### src/rtl/bus_issue_ctl.sv
module bus_issue_ctl #(
  parameter int N_AGENTS     = 4,
  parameter int MY_ID        = 0,
  parameter int DEPTH        = 4,
  parameter int REQ_W        = 8,
  parameter int STALL_PERIOD = 2
) (
  input  logic                        clk,
  input  logic                        rst_n,
  input  logic                        cfg_binit_drv,
  input  logic                        cfg_binit_obs,
  input  logic                        cfg_berr_en,
  input  logic                        cfg_berr_int,
  input  logic                        cfg_berr_init,
  input  logic                        cfg_berr_any,
  input  logic                        req_valid,
  output logic                        req_ready,
  input  logic [REQ_W-1:0]            req_data,
  input  logic                        req_lock,
  input  logic                        req_unlock,
  output logic                        iss_stb,
  output logic [REQ_W-1:0]            iss_data,
  output logic                        iss_lock,
  output logic                        iss_unlock,
  input  logic                        bus_stall,
  output logic                        stall_slot,
  input  logic                        bus_prio,
  input  logic                        own_chg,
  output logic [$clog2(N_AGENTS)-1:0] arb_id,
  input  logic                        bus_init_in,
  input  logic                        prot_fault,
  output logic                        bus_init_out,
  input  logic                        int_err,
  input  logic                        txn_err,
  input  logic                        txn_mine,
  output logic                        bus_err_out
);
  localparam int IDW = $clog2(N_AGENTS);
  localparam int AW  = (DEPTH > 1) ? $clog2(DEPTH) : 1;
  localparam int CW  = $clog2(DEPTH + 1);
  localparam int PW  = (STALL_PERIOD > 1) ? $clog2(STALL_PERIOD) : 1;
  localparam int EW  = REQ_W + 2;

  logic drv_en, obs_en, e_en, e_int, e_init, e_any;
  always_ff @(posedge clk)
    if (!rst_n) begin
      drv_en <= cfg_binit_drv;
      obs_en <= cfg_binit_obs;
      e_en   <= cfg_berr_en;
      e_int  <= cfg_berr_int;
      e_init <= cfg_berr_init;
      e_any  <= cfg_berr_any;
    end

  logic stall_q, prio_q, binit_q;
  logic flush;
  assign flush = obs_en & binit_q;

  logic [PW-1:0] ph;
  assign stall_slot = (ph == '0);

  always_ff @(posedge clk)
    if (!rst_n || flush)                   ph <= '0;
    else if (ph == PW'(STALL_PERIOD - 1))  ph <= '0;
    else                                   ph <= ph + PW'(1);

  always_ff @(posedge clk)
    if (!rst_n) begin
      stall_q <= 1'b0;
      prio_q  <= 1'b0;
      binit_q <= 1'b0;
    end else begin
      prio_q  <= bus_prio;
      binit_q <= bus_init_in;
      if (flush)           stall_q <= 1'b0;
      else if (stall_slot) stall_q <= bus_stall;
    end

  logic [IDW-1:0] arb_q;
  assign arb_id = arb_q;

  always_ff @(posedge clk)
    if (!rst_n || flush) arb_q <= '0;
    else if (own_chg)    arb_q <= (arb_q == IDW'(N_AGENTS - 1)) ? '0 : arb_q + IDW'(1);

  logic [EW-1:0] mem [DEPTH];
  logic [AW-1:0] wp, rp;
  logic [CW-1:0] cnt;
  logic          locked;
  logic          owner, push;

  function automatic logic [AW-1:0] nxt(input logic [AW-1:0] p);
    return (p == AW'(DEPTH - 1)) ? '0 : p + AW'(1);
  endfunction

  assign owner     = (arb_q == IDW'(MY_ID));
  assign req_ready = (cnt != CW'(DEPTH)) && !flush;
  assign push      = req_valid && req_ready;
  assign {iss_unlock, iss_lock, iss_data} = mem[rp];
  assign iss_stb   = (cnt != '0) && owner && !stall_q && (!prio_q || locked) && !flush;

  always_ff @(posedge clk)
    if (push) mem[wp] <= {req_unlock, req_lock, req_data};

  always_ff @(posedge clk)
    if (!rst_n || flush) begin
      wp     <= '0;
      rp     <= '0;
      cnt    <= '0;
      locked <= 1'b0;
    end else begin
      if (push) wp <= nxt(wp);
      if (iss_stb) begin
        rp <= nxt(rp);
        if (iss_unlock)    locked <= 1'b0;
        else if (iss_lock) locked <= 1'b1;
      end
      case ({push, iss_stb})
        2'b10:   cnt <= cnt + CW'(1);
        2'b01:   cnt <= cnt - CW'(1);
        default: cnt <= cnt;
      endcase
    end

  always_ff @(posedge clk)
    if (!rst_n) begin
      bus_init_out <= 1'b0;
      bus_err_out  <= 1'b0;
    end else begin
      bus_init_out <= drv_en & prot_fault;
      bus_err_out  <= e_en & ((e_int & int_err) | (e_init & txn_err & txn_mine) | (e_any & txn_err));
    end
endmodule

### config.mk
export PLATFORM = sky130hd
export DESIGN_NAME = bus_issue_ctl
export DESIGN_NICKNAME = d
export VERILOG_FILES = /design/src/rtl/bus_issue_ctl.sv
export SDC_FILE = /design/constraint.sdc
export NUM_CORES = 1
export LEC_CHECK = 0
export BUFFER_PORTS_ARGS = -buffer_cell sky130_fd_sc_hd__buf_4
export CORE_MARGIN = 10
export CORE_UTILIZATION = 49
export CTS_CLUSTER_DIAMETER = 120
export DETAILED_ROUTE_END_ITERATION = 8
export PLACE_DENSITY_LB_ADDON = 0.08
export SLEW_MARGIN = 20
export SYNTH_ARGS = -nofsm -noshare
export SYNTH_HDL_FRONTEND = slang
export SYNTH_SLANG_ARGS = --single-unit
### constraint.sdc
create_clock -name clk -period 2.07 [get_ports clk]
set_input_delay 0.414 -clock clk [delete_from_list [all_inputs] [get_ports clk]]
set_output_delay 0.414 -clock clk [all_outputs]
set_load 0.01 [all_outputs]
# Yosys cells after proc, flatten, opt, wreduce, memory -nomap -nowiden
# Memory sizes are Yosys's and may differ from the RTL's. A register that Yosys moved wholly into a read port is not among the register bits.
# Index checks and enable logic that the tools add are counted.
classes:
  add_sub_neg: 6
  n_reduce_logical: 19
  n_mux: 10
  n_bitwise: 11
  eq_ne: 6
ops:
  columns: ["op", "count"]
  rows:
  - ["$mux 2", 5]
  - ["$eq 2x2->1 const B", 4]
  - ["$and 1x1->1", 7]
  - ["$add 2x1->2 const B", 3]
  - ["$logic_and 1x1->1", 6]
  - ["$pmux 3 s2", 1]
  - ["$logic_not 1->1", 4]
  - ["$mux 1", 4]
  - ["$reduce_bool 2->1", 2]
  - ["$reduce_or 2->1", 2]
  - ["$add 3x1->3 const B", 1]
  - ["$ne 3x3->1 const B", 1]
  - ["$reduce_bool 3->1", 1]
  - ["$sub 3x1->3 const B", 1]
  - ["$eq 2x1->1 const B", 1]
  - ["$logic_not 2->1", 1]
  - ["$logic_or 1x1->1", 2]
  - ["$not 1->1", 2]
  - ["$or 1x1->1", 2]
  - ["$reduce_and 2->1", 1]
  - ["$add 1x1->1 const B", 1]
totals:
  output_inout_bits: 17
  ramBits: 40
  reg_bits: 22
  n_memories: 1
memory_table:
  columns: ["memory", "depth", "word_bits", "rd", "rd_clocked_by_memory_dff", "wr", "line_no", "rtl"]
  rows:
  - ["mem", 4, 10, 1, 1, 1, "86", "logic [EW-1:0] mem [DEPTH];"]

# Depth between registers and ports, before layout
# Gate-level depths: netlist of the first run.
logic_depth:
  depth_word: 7
  ltp_mapped: 10
  ltp_nobuf: 10

# Least setup slack after synthesis of the first run
# Ideal clock, no wire load.
synth_path:
  path_kind: "reg-to-reg"
  from: "register arb_q[0], in the netlist arb_id[0]"
  to: "register cnt[2]"
  stages_incl_launch_ff: 11
  setup_time_ns: 0.070
  arrival_time_ns: 2.289
  setup_slack_ns: -0.289
  n_path_buf: 0
  path_cell_list: "dfxtp_1 -> inv_1 -> ha_1 -> nand2b_1 -> a2111oi_4 -> ha_1 -> inv_1 -> fa_1 -> xor2_1 -> or3_1 -> a21oi_1"
synth_between:
  elab_chain_cells: 7
synth_lines:
  columns: ["item", "line_no", "rtl"]
  rows:
  - ["start: declaration", "79", "logic [IDW-1:0] arb_q;"]
  - ["start signal: assignment", "84", "else if (own_chg) arb_q <= (arb_q == IDW'(N_AGENTS - 1)) ? '0 : arb_q + IDW'(1);"]
  - ["$logic_not 2->1 *", "96", "assign owner = (arb_q == IDW'(MY_ID));"]
  - ["$logic_and 1x1->1 * (4 in series)", "100", "assign iss_stb = (cnt != '0) && owner && !stall_q && (!prio_q || locked) && !flush;"]
  - ["named net iss_stb", "21", "output logic iss_stb,"]
  - ["$eq 2x1->1 / $eq 2x2->1 (equally long branches)", "118", "case ({push, iss_stb})"]
  - ["$pmux 3 s2 / $reduce_bool 2->1 (equally long branches)", null, null]
  - ["end signal: assignment", "119", "2'b10: cnt <= cnt + CW'(1);"]
  - ["end signal: assignment", "120", "2'b01: cnt <= cnt - CW'(1);"]
  - ["end signal: assignment", "121", "default: cnt <= cnt;"]
  - ["end: declaration", "88", "logic [CW-1:0] cnt;"]
# The timed path passes the listed nets; every way through them passes the cells marked *.
# A chain may end at the register's enable or synchronous reset.

# Worst setup path in the final report of the first run
layout_path:
  from: "register arb_q[0], in the netlist arb_id[0]"
  to: "register cnt[2]"
layout_between:
  elab_chain_cells: 7
layout_lines:
  columns: ["item", "line_no"]
  rows:
  - ["$logic_not 2->1 *", "96"]
  - ["$logic_and 1x1->1 * (4 in series)", "100"]
  - ["$eq 2x1->1 / $eq 2x2->1 (equally long branches)", "118"]
  - ["$pmux 3 s2 / $reduce_bool 2->1 (equally long branches)", null]
# Mark *: on every way between the ends. The rest lies on a longest branch, timed or not.

==> results of run 1 <==
## power breakdown
| part | total, mW | switching, mW | internal (mW) |
|---|---|---|---|
| registers | 1.53 | 0.0484 | 1.48 |
| logic | 0.686 | 0.318 | 0.368 |
| clock network | 0.896 | 0.436 | 0.460 |
| total | 3.11 | 0.802 | 2.31 |
## state kept, by name, indices dropped and copies added, names as in the netlist, 2 cells and up, named ones only
signal / cells
cnt: 3
arb_id: 2
wp: 2
rp: 2
mem: 40
## through the flow
stage | worst slack, ps | hold slack [ps] | std cells | area [µm²]
6_report | -79.2 | 266 | 287 | 3190
5_1_grt | -149 | 240 | 287 | 3190
4_1_cts | -139 | 251 | 288 | 3180
3_5_place_dp | -154 | 447 | 270 | 2990
3_3_place_gp | -23.2 | 435 | 270 | 2990
2_1_floorplan | -283 | 426 | 146 | 2470
## cell usage in the layout (no fill, tap or decap), types with 2 or more instances in the layout
| cell | netlist | final |
|---|---|---|
| ha_1 | 8 | 6 |
| edfxtp_1 | 46 | 46 |
| dfxtp_2 | 0 | 3 |
| dfxtp_1 | 18 | 14 |
| inv_2 | 0 | 3 |
| clkbuf_1 | 1 | 2 |
| clkinv_2 | 0 | 2 |
| clkbuf_8 | 0 | 10 |
| nor2_1 | 16 | 16 |
| and2_1 | 7 | 6 |
| buf_4 | 1 | 61 |
| mux4_2 | 10 | 10 |
| ha_2 | 0 | 2 |
| xor2_1 | 2 | 2 |
| mux2i_1 | 7 | 7 |
| a21oi_1 | 4 | 4 |
| inv_1 | 12 | 9 |
## Yosys cell counts, types with 2 or more instances
master    number  share of area
mux2i_1        7          0.028
nor2_1        16          0.024
nand2b_1       2         0.0051
ha_1           8          0.041
inv_1         12          0.018
and2_1         7          0.018
a21oi_1        4         0.0081
mux4_2        10          0.092
edfxtp_1      46           0.56
dfxtp_1       18           0.15
xor2_1         2         0.0071
## logic make-up after synthesis
logic type / after synthesis / share of synthesized area
simple gates: 29 / 0.0559
compound gates: 10 / 0.0356
fa+ha+maj: 9 / 0.0488
flops: 64 / 0.708
mux: 17 / 0.120
buf+inv: 15 / 0.0249
xor+xnor: 2 / 0.00712
## worst max-delay path, cell delays in order, from the launching register on
cell and delay (ps):
dfxtp_4 340, inv_2 40, ha_2 180, nand2b_4 70
a2111oi_4 220, ha_2 260, inv_2 40, fa_2 330
xor2_1 160, or3_1 320, a21oi_1 120
## per-layer routing
| metal | part of all wire | up-vias | GRT usage |
|---|---|---|---|
| met1 | 0.40 | 670 | 0.117 |
| li1 | - | 675 | - |
| met4 | 0.019 | 0 | 0.0548 |
| met5 | 0 | - | 0 |
| met3 | 0.054 | 8 | 0.0515 |
| met2 | 0.53 | 41 | 0.197 |
## repair_timing
action / in CTS / in global routing
setup buffers: 2 / 0
setup endpoints to repair: 3 / 4
pin swaps: 3 / 3
gates resized for setup: 3 / 5
## path summary, 6_finish.rpt
| kind | endpoint |
|---|---|
| worst max-delay path | cnt[2]$_SDFFE_PP0P_ |
| worst min register to register | ph$_SDFF_PP0_ |
| worst min-delay path | e_int$_DFFE_PN_ |
| worst max register to register | cnt[2]$_SDFFE_PP0P_ |
## layout make-up
cell class                      count  area [µm²]  area share
Clock buffer                       12         145      0.0456
Clock inverter                      4        21.3     0.00668
Inverter                           12        45.0      0.0141
Multi-Input combinational cell     67         683       0.214
Sequential cell                    64        1750       0.549
Tap cell                           67        83.8      0.0263
Timing Repair Buffer               61         458       0.144
==> out/metrics.yaml, run 1 <==
route:
  wire_per_inst_um: 15.9
  avgViaCountPerCell: 4.86
  ant_nets: 0
  firstDrtPassIters: 6
  vias: 1394
  drc: 0
  routed_wl_um: 4570
  drt_iter0_markers: 70
clock_tree:
  cts_tree: "built"
  htree_levels: 3
  clock-sinks: 64
  cts_buffers: 9
  insertion_delay_ps: 330
  clk_path_buf_depth: 2
  clkTransAtPathRegs_ps: 60
  ctsHoldBuffers: 0
  cts-root-buf: "clkbuf_8"
layout:
  fillers: 348
  antenna_cells: 0
  drive_above_1_share: 0.445
  fin_util: 0.666
  area_delta_synth_final_pct: 29.4
  fin_nets: 251
logic_synthesis:
  synth-edff-count: 46
  synth-warning-count: 0
  synth-main-ff-cell: "edfxtp_1"
  synth_cell_types: 25
  synth.yosys.seq_area_share: 0.708
  synth_nets: 182
  synth.avg_cell_area_um2: 16.9
  netlist_area_um2: 2460
  synthCells: 146
  synth-seq-cells: 64
  async_reset_ff_frac: 0
floorplanning:
  die_y_um: 90.9
  die_area_um2: 8260
  rows: 25
  placeableCoreArea_um2: 4790
  pin_count: 44
  die_x_um: 90.9
  start_util: 0.514
worst_setup_path:
  critPathLaunchType: "register"
  crit_start: "arb_id[0]$_SDFFE_PP0P_"
  crit_fanout: 2
  ff2ff_path_depth: 10
  r2r_setup_slack_ps: -80
  worst-setup-path-type: "register to register"
  crit_path_end_kind: "register"
  worstPathArrival_ps: 2400
  critPathRequiredTime_ps: 2320
  timing.rr.start: "arb_id[0]$_SDFFE_PP0P_"
pwr:
  leakage_nw: 1.24
  power.density_nw_per_um2: 976
  max-vdd-ir-drop_mv: 0.575
  finalPower_mw: 3.11
timing:
  finalCriticalPeriod_ps: 2150
  report.final.setup_viol: 1
  fmax_ghz: 0.465
  tightest_slew_ps: 494
  finalSetupTns_ps: -79.2
  period_share: 1.04
  rsz0062_at_grt: "yes"
  slew_headroom: 0.671
  finClkSkew_ps: 7.93
  slew_violations: 0
  setup_slack_ps: -79.2
  hold_viol_final: 0
run_status:
  status: "complete, but fails checks"
  violations: "setup timing"
hold_path:
  hp-start: "cfg_berr_int"
  hold_depth: 1
  hold_class: "input pin to register"
global_routing:
  grt_pass1_vias: 1547
  grt_antenna_before_repair: 0
  grt_max_degree: 13
  grt_pass1_wl_um: 7400
  grt.overflow.total: 0
  grt.total_usage: 0.115
job:
  drv_cap: 0
placed_design:
  port_buffers: 43
  hpwl_um: 3360
  gp_congestion: 0.823
Note: power is estimated with default switching activity, not from simulation.
==> run 2, diff against run 1 <==
- CAP_MARGIN: unset -> 20
- CELL_PAD_IN_SITES_DETAIL_PLACEMENT: unset -> 0
- CELL_PAD_IN_SITES_GLOBAL_PLACEMENT: unset -> 1
- CORE_MARGIN: 10 -> 3
- CORE_UTILIZATION: 49 -> 41
==> run 2 against run 1 <==
Against the previous run:
- the flow still finishes with violations (setup timing)
- first-iteration DRC count down 40%
- routed wire length is 5.8% lower
- global-route usage increased by 2.2 points
- power grew 4.2%
- clock skew decreased by 0.83 ps
- clock power increased by 14%
- critical path type unchanged
- critical endpoint unchanged
- largest cell class unchanged
- largest power group unchanged
==> out/metrics.yaml, run 2 (synthesis gave the netlist of run 1 again) <==
timing:
  fmax_ghz: 0.463
  finalSetupTns_ps: -89.9
  slew_violations: 0
  hold_viol_final: 0
  report.final.setup_viol: 1
  rsz0062_at_grt: "yes"
  finalCriticalPeriod_ps: 2160
  period_share: 1.04
  setup_slack_ps: -89.9
  slew_headroom: 0.650
  tightest_slew_ps: 525
  finClkSkew_ps: 7.10
clock_tree:
  ctsHoldBuffers: 0
  clkTransAtPathRegs_ps: 70
  clock-sinks: 64
  insertion_delay_ps: 330
  cts_buffers: 9
  clk_path_buf_depth: 2
  cts-root-buf: "clkbuf_8"
  cts_tree: "built"
  htree_levels: 3
pwr:
  max-vdd-ir-drop_mv: 0.492
  finalPower_mw: 3.24
  power.density_nw_per_um2: 1010
  leakage_nw: 1.24
floorplanning:
  placeableCoreArea_um2: 5640
  die_area_um2: 6970
  pin_count: 44
  die_x_um: 83.5
  start_util: 0.436
  die_y_um: 83.5
  rows: 27
global_routing:
  grt_max_degree: 13
  grt.overflow.total: 0
  grt_pass1_wl_um: 7260
  grt_pass1_vias: 1499
  grt_antenna_before_repair: 0
  grt.total_usage: 0.137
layout:
  drive_above_1_share: 0.450
  largest_register: "mem"
  layout_common_cells: "buf_4 (57), edfxtp_1 (46), nor2_1 (16), dfxtp_1 (14)"
  antenna_cells: 0
  area_delta_synth_final_pct: 31.0
  register_area_um2: 1750
  fin_util: 0.571
  fillers: 454
  fin_nets: 249
  largest_register_ffs: 40
  multi_input_comb_area_um2: 689
  final_common_cell: "buf_4"
  reg_top3: "mem x40, cnt x3"
  final_cells: 290
route:
  routed_wl_um: 4310
  vias: 1390
  drc: 0
  drt_iter0_markers: 42
  avgViaCountPerCell: 4.79
  ant_nets: 0
  wire_per_inst_um: 14.9
  firstDrtPassIters: 2
placed_design:
  port_buffers: 43
  place_ws_ps: -161
  gp_congestion: 0.710
  dp_cells: 272
  hpwl_um: 3070
worst_setup_path:
  critPathLaunchType: "register"
  critPathRequiredTime_ps: 2320
  crit_path_end_kind: "register"
  worst-setup-path-type: "register to register"
  worstPathArrival_ps: 2410
  crit_fanout: 4
  r2r_setup_slack_ps: -90
run_status:
  status: "complete, but fails checks"
  violations: "setup timing"
job:
  drv_cap: 0
hold_path:
  hold_class: "input pin to register"
==> run 2: final timing paths <==
kind | start | to | cells after the start
max | obs_en$_DFFE_PN_ | cnt[2]$_SDFFE_PP0P_ | 8
min | cfg_binit_drv | drv_en$_DFFE_PN_ | 1
max reg2reg | obs_en$_DFFE_PN_ | cnt[2]$_SDFFE_PP0P_ | 8
min reg2reg | ph$_SDFF_PP0_ | ph$_SDFF_PP0_ | 1
==> run 2: routing by layer <==
metal	track usage	share of wire
met5	0	0
met4	0.0746	0.020
met3	0.0365	0.048
met2	0.232	0.52
met1	0.159	0.42
==> run 2: through the flow <==
step,hold WS [ps],cell area (µm²)
CTS,247,3180
detailed placement,446,2970
global route,241,3220
global placement,433,2970
finish,264,3220
floorplan,426,2470
==> run 2: layout make-up <==
| cell class | instances | area share |
|---|---|---|
| inverter | 12 | 0.0140 |
| timing repair buffer | 59 | 0.140 |
| tap | 72 | 0.0280 |
| multi-input combinational | 67 | 0.214 |
| clock inverter | 6 | 0.0182 |
| clock buffer | 10 | 0.0427 |
| sequential | 64 | 0.543 |
==> run 2: where the power goes <==
group	switching, mW	internal [mW]	leakage (nW)	total [mW]
Combinational	0.307	0.378	0.571	0.686
Clock	0.444	0.580	0.0957	1.02
Sequential	0.0508	1.48	0.575	1.53
==> run 2: timing repair <==
item | in CTS | in global routing
setup buffers | 1 | 1
setup endpoints to repair | 5 | 4
gates resized for setup | 2 | 8
pin swaps | 2 | 0
==> run 2: worst max-delay path, cell delays in order (launching register included) <==
cell       delay, ps
edfxtp_1         370
and2_4           170
a2111oi_4        320
ha_2             250
inv_2             40
fa_2             320
xor2_1           150
or3_1            340
a21oi_2          140
